<file path="src/rtl/gp_pkg.sv">
package gp_pkg;
  localparam int GP_BTN_N = 8;

  typedef enum int {
    GP_A      = 0,
    GP_B      = 1,
    GP_SELECT = 2,
    GP_START  = 3,
    GP_UP     = 4,
    GP_DOWN   = 5,
    GP_LEFT   = 6,
    GP_RIGHT  = 7
  } gp_btn_e;

  // Wire level of a released button
  localparam logic GP_RELEASED_WIRE = 1'b1;
endpackage

</file>
<file path="src/rtl/gp_edge_detect.sv">
module gp_edge_detect (
  input  logic clk,
  input  logic rst_n,
  input  logic line_i,
  output logic rise_o
);
  logic line_q;
  logic line_d;

  always_comb begin
    line_d = line_i;
  end

  // Line idles high, so reset to high: no false edge at release
  always_ff @(posedge clk or negedge rst_n) begin
    if (!rst_n) begin
      line_q <= 1'b1;
    end else begin
      line_q <= line_d;
    end
  end

  assign rise_o = line_i & ~line_q;

  // one rising edge of the line gives exactly one advance pulse
  a_r4_single_pulse: assert property (@(posedge clk) disable iff (!rst_n)
    rise_o |=> !rise_o);
endmodule

</file>
<file path="src/rtl/gp_load_mask.sv">
module gp_load_mask #(
  parameter int BTN_N          = gp_pkg::GP_BTN_N,
  parameter bit OMIT_SEL_START = 1'b0
) (
  input  logic [BTN_N-1:0] btn_i,
  output logic [BTN_N-1:0] wire_o
);
  localparam int SEL_POS   = int'(gp_pkg::GP_SELECT);
  localparam int START_POS = int'(gp_pkg::GP_START);

  for (genvar i = 0; i < BTN_N; i++) begin : g_pos
    if (OMIT_SEL_START && (i == SEL_POS || i == START_POS)) begin : g_absent
      assign wire_o[i] = gp_pkg::GP_RELEASED_WIRE;
    end else begin : g_present
      // pressed (1) pulls the wire low
      assign wire_o[i] = ~btn_i[i];
    end
  end
endmodule

</file>
<file path="src/rtl/gp_shift_reg.sv">
module gp_shift_reg #(
  parameter int   BTN_N     = gp_pkg::GP_BTN_N,
  parameter logic TAIL_WIRE = 1'b0
) (
  input  logic             clk,
  input  logic             rst_n,
  input  logic             load_i,
  input  logic             shift_i,
  input  logic [BTN_N-1:0] par_i,
  output logic             ser_o
);
  logic [BTN_N-1:0] sh_q;
  logic [BTN_N-1:0] sh_d;
  logic             sh_en;

  // Load has priority over shift
  always_comb begin
    sh_en = load_i | shift_i;
    sh_d  = sh_q;
    if (load_i) begin
      sh_d = par_i;
    end else if (shift_i) begin
      sh_d = {TAIL_WIRE, sh_q[BTN_N-1:1]};
    end
  end

  always_ff @(posedge clk or negedge rst_n) begin
    if (!rst_n) begin
      sh_q <= '1;
    end else if (sh_en) begin
      sh_q <= sh_d;
    end
  end

  assign ser_o = sh_q[0];

  // a load cycle captures the parallel word, shift or not
  a_r2_reload: assert property (@(posedge clk) disable iff (!rst_n)
    load_i |=> sh_q == $past(par_i));
  // no load and no edge leaves the contents alone
  a_r4_hold: assert property (@(posedge clk) disable iff (!rst_n)
    (!load_i && !shift_i) |=> $stable(sh_q));
  // each advance moves one place and fills with the tail level
  a_r7_advance: assert property (@(posedge clk) disable iff (!rst_n)
    (!load_i && shift_i) |=> (sh_q[BTN_N-2:0] == $past(sh_q[BTN_N-1:1]))
                             && (sh_q[BTN_N-1] == TAIL_WIRE));
endmodule

</file>
<file path="src/rtl/gamepad_serializer.sv">
module gamepad_serializer #(
  parameter int   BTN_N          = gp_pkg::GP_BTN_N,
  parameter bit   OMIT_SEL_START = 1'b0,
  parameter logic TAIL_WIRE      = 1'b0
) (
  input  logic             clk,
  input  logic             rst_n,
  input  logic             latch_i,
  input  logic             pclk_i,
  input  logic [BTN_N-1:0] btn_i,
  output logic             sdata_o
);
  logic             rise;
  logic [BTN_N-1:0] par_wire;

  gp_edge_detect u_edge (
    .clk    (clk),
    .rst_n  (rst_n),
    .line_i (pclk_i),
    .rise_o (rise)
  );

  gp_load_mask #(
    .BTN_N          (BTN_N),
    .OMIT_SEL_START (OMIT_SEL_START)
  ) u_mask (
    .btn_i  (btn_i),
    .wire_o (par_wire)
  );

  gp_shift_reg #(
    .BTN_N     (BTN_N),
    .TAIL_WIRE (TAIL_WIRE)
  ) u_sh (
    .clk     (clk),
    .rst_n   (rst_n),
    .load_i  (latch_i),
    .shift_i (rise),
    .par_i   (par_wire),
    .ser_o   (sdata_o)
  );

  // while latched, the line shows button A inverted a cycle later
  a_r6_polarity: assert property (@(posedge clk) disable iff (!rst_n)
    latch_i |=> sdata_o == !$past(btn_i[0]));
endmodule

</file>
<file path="config.mk">
export PLATFORM = sky130hd
export DESIGN_NAME = gamepad_serializer
export DESIGN_NICKNAME = d
export VERILOG_FILES = /design/src/rtl/gp_pkg.sv /design/src/rtl/gp_edge_detect.sv /design/src/rtl/gp_load_mask.sv /design/src/rtl/gp_shift_reg.sv /design/src/rtl/gamepad_serializer.sv
export SDC_FILE = /design/constraint.sdc
export NUM_CORES = 1
export LEC_CHECK = 0
export CORE_AREA = 3 3 40 42
export CTS_CLUSTER_SIZE = 25
export DETAILED_ROUTE_END_ITERATION = 10
export DIE_AREA = 0 0 43 45
export SETUP_SLACK_MARGIN = 0.05
export SYNTH_ARGS = -nofsm -noshare
export SYNTH_HDL_FRONTEND = slang
export SYNTH_SLANG_ARGS = --single-unit
</file>
<file path="constraint.sdc">
create_clock -name clk -period 1.5 [get_ports clk]
set_input_delay 0.3 -clock clk [delete_from_list [all_inputs] [get_ports clk]]
set_output_delay 0.3 -clock clk [all_outputs]
set_load 0.05 [all_outputs]
</file>
## After elaboration in Yosys (flattened, before gate mapping)

Cells that the tools add are included.

- Flip-flop bits (word level): 9
- Input port bits: 12
- Output and inout port bits: 1
- Word-level logic and storage cells: 17

- Mux-type cells: 2
- Bitwise gates (word level): 11
- Reductions and logical operators: 2

Operator list:

| operator | number |
|---|---|
| $mux W8 | 2 |
| $not A1 Y1 | 9 |
| $reduce_and A2 Y1 | 1 |
| $reduce_bool A2 Y1 | 1 |
| $and A1 B1 Y1 | 1 |
| $or A1 B1 Y1 | 1 |

## Depth between registers and ports, before layout

- Depth after elaboration: 4
- Depth in mapped cells: 3
- Gate-level depth less buffers: 2

## Modules after synthesis

Synthesis repeated with hierarchy kept, for this count alone.

- Cell total of the unflattened synthesis: 43
- Area total of the unflattened synthesis: 447.9 um^2

By module, submodules not included:

| module | instances | cells an instance | area an instance (um^2) |
|---|---|---|---|
| gp_shift_reg | 1 | 33 | 377.9 |
| gp_edge_detect | 1 | 2 | 40.0 |
| gp_load_mask | 1 | 8 | 30.0 |

## Worst setup path after synthesis

OpenSTA, ideal clock, no wires.

- Path type: reg-to-reg
- Start: register u_sh.sh_q[5]
- End: register u_sh.sh_q[4]
- Setup time: 0.085 ns
- Arrival time: 1.030 ns
- Setup slack: 0.385 ns
- Stages on the path, launching flop included: 3
- Clock period less this slack: 1.115 ns
- Cell sequence: dfstp_2 or4bb_1 o221ai_1

- Cells in the longest elaborated chain, start to end: 2

Ends and longest elaborated chain:

| what | line | source |
|---|---|---|
| start: declaration | gp_shift_reg.sv:12 | `logic [BTN_N-1:0] sh_q;` |
| start signal: assignment | gp_shift_reg.sv:29 | `sh_q <= '1;` |
| start signal: assignment | gp_shift_reg.sv:31 | `sh_q <= sh_d;` |
| $mux W8 | gp_shift_reg.sv:22 | `end else if (shift_i) begin` |
| $mux W8 | gp_shift_reg.sv:20 | `if (load_i) begin` |

No other way between the ends. The select of a mux whose other input is x is not followed.
A chain may end at the register's enable or synchronous reset.

## Final worst setup path

- Start: register u_sh.sh_q[0]
- End: output port sdata_o

RTL lines:

| what | line | source |
|---|---|---|
| end: declaration | gamepad_serializer.sv:11 | `output logic sdata_o` |

No word-level cell between the ends.

==> results.yml <==
logic_synthesis:
  synth_area_leaders: "dfstp_2 (51%), o221ai_1 (11%), nand2b_1 (11%)"
  synthArstFlopShare: 1.000
  netlist_area_um2: 466.7
  synth_top_flop_cell: "dfstp_2"
  yosysMostFrequentCell: "dfstp_2"
  synthCells: 36
  ys_seq_elements: 9
  syn_nets: 48
  seq_area_frac_synth: 0.5067
  yosysWarnings: 0
  synth_edf_count: 0
  yosysTopAreaCell: "dfstp_2"
  synth_top_area_share: 0.5067
  synth_cell_types: 11
  synthTopCellsByCount: "dfstp_2 (9), nand2b_1 (8), o221ai_1 (6)"
  avgSynthCellArea_um2: 12.96
cells_and_area:
  n_fill_cell: 114
  drive_above_1_share: 0.3077
  register_area_um2: 236.5
  nets: 65
  final_util: 0.4985
  antennaDiodeCount: 0
  finalInstanceArea_um2: 640.6
  instances_no_fill: 67
  syn_to_final_growth_pct: 37.27
  multiInputGateArea_um2: 210.2
critical_path:
  endpoint_kind: "output pin"
  crit_buf_inv: 1
  path_class: "reg -> out"
  path_cells: "buf_12"
  max_stage_delay_ns: 0.56
  arrival_ns: 0.96
  critPathSlowestCell: "dfstp_2"
  required_ns: 1.20
  cp_max_fo: 2
  start_kind: "register"
  crit_family: "flip-flops"
clock_network:
  tritoncts: "yes"
  ctsHoldBuffers: 0
  clk_latency_ns: 0.26
  cts_root_buf: "clkbuf_4"
  htree_levels: 1
  clkTransAtPathRegs_ns: 0.06
  numCtsBuffers: 3
  clockBufferDepth: 2
  post_cts_buffers: 0
  clock_sinks: 9
  cts_resized: 0
global_routing:
  overflow: 0
  antenna_found_initial: 0
  grtUsageTotal: 0.1221
  grt_pass1_vias: 357
  grt_start_max_net_pins: 11
  grt_first_pass_wirelength_mm: 1.642
detailed_routing:
  firstDrtPassIters: 3
  via_per_inst: 5.224
  wl_per_cell_um: 14.73
  ant_nets: 0
  drtIter0Drc: 7
  wl_met3_um: 50
  highest_layer: "met4"
  wl_met1_um: 507
  vias: 350
  met2_length_um: 401
  finalWirelength_um: 987
  route.detailed.drc: 0
sta:
  max_freq_ghz: 0.7941
  relSlewSlack: 0.7324
  setup_viol: 0
  finalHoldViolCount: 0
  rsz0062_at_grt: "no"
  tightestPinTransition_ns: 0.4001
  post-route-period-util: 0.8396
  skew_ns: 0.001945
  hold_ws_ns: 0.4933
  drv_slew: 0
  period_needed_ns: 1.259
  worst_slack_ns: 0.2407
power_and_ir_drop:
  power_density_nw_per_um2: 942.7
  p_leak_uw: 0.0002319
  ir_worst_vdd_v: 0.0003546
floorplanning:
  core-area_um2: 1285
  ios: 13
  die_x_um: 43
  dieArea_um2: 1935
  rows: 13
  die_h_um: 45
  start_util: 0.3632
status:
  status: "complete, no violations"
placed_design:
  globalplace.congestion: 0.7600
  dp_cells: 63
  preCtsSetupSlack_ns: -0.002888
  detailed_place.area_um2: 614.3
  portBuffers: 12
  hpwlAfterDp_um: 699.5
worst_hold_path:
  hold_class: "reg -> reg"
job:
  max_cap_viol_count: 0
==> layer usage <==
layer  vias up  GRT usage
met5         -          0
met1       162     0.1692
li1        173          -
met2        11     0.1467
met4         0     0.1265
met3         4    0.02789
==> through the flow <==
step / TNS (ns) / power, uW
after floorplan: 0 / 353.7
after global placement: 0 / 412.7
after detailed placement: -0.006137 / 415.4
after CTS: 0 / 615.2
after global routing: 0 / 640.6
final: 0 / 603.9
==> final timing paths <==
check,slack (ns),startpoint,to,cells after the start
min in group asynchronous,0.62,rst_n,u_sh.sh_q[0],1
max in group asynchronous,0.85,rst_n,u_sh.sh_q[7],1
max reg2reg,0.31,u_edge.line_q,u_sh.sh_q[0],2
min,0.49,u_sh.sh_q[7],u_sh.sh_q[7],2
max,0.24,u_sh.sh_q[0],sdata_o,1
min reg2reg,0.49,u_sh.sh_q[7],u_sh.sh_q[7],2
==> worst register-to-register path, delay by kind of cell, from the launching register on <==
| family | cells | cell delay, ns |
|---|---|---|
| simple gates | 1 | 0.30 |
| flops | 1 | 0.59 |
| compound gates | 1 | 0.22 |
==> sequential cells by signal, indices dropped and copies added (netlist names) <==
name / flops
u_edge.line_q: 1
u_sh.sh_q: 8
==> cell usage in the layout, fill, tap and decap left out <==
cell type        count
clkbuf_1             1
o221ai_1             6
and2b_1              1
nand2b_1             8
buf_4                2
o221ai_2             1
dfstp_2              9
clkdlybuf4s50_1     11
or4bb_1              3
buf_12               1
nand4bb_1            4
inv_1                1
clkbuf_4             3
o22ai_1              1
==> cell families (layout without fill, tap and decap cells) <==
group | after synthesis | in the layout | synth area share
DFF | 9 | 9 | 0.5067
and+or+nand+nor | 16 | 16 | 0.2922
buffers and inverters | 3 | 19 | 0.04288
AOI/OAI and AO/OA | 8 | 8 | 0.1582
==> area by class of cell <==
type | count | area share
timing repair buffer | 14 | 0.2266
clock buffer | 4 | 0.04102
tap | 15 | 0.02930
sequential | 9 | 0.3691
inverter | 1 | 0.005859
multi-input combinational | 24 | 0.3281
==> power by group <==
| group | total (uW) | internal, uW | switching (uW) |
|---|---|---|---|
| clock network | 193 | 103 | 89.9 |
| logic | 112 | 66.4 | 45.4 |
| registers | 299 | 284 | 15.6 |
| total | 604 | 453 | 151 |
No activity file was read; power rests on OpenSTA's default activity.
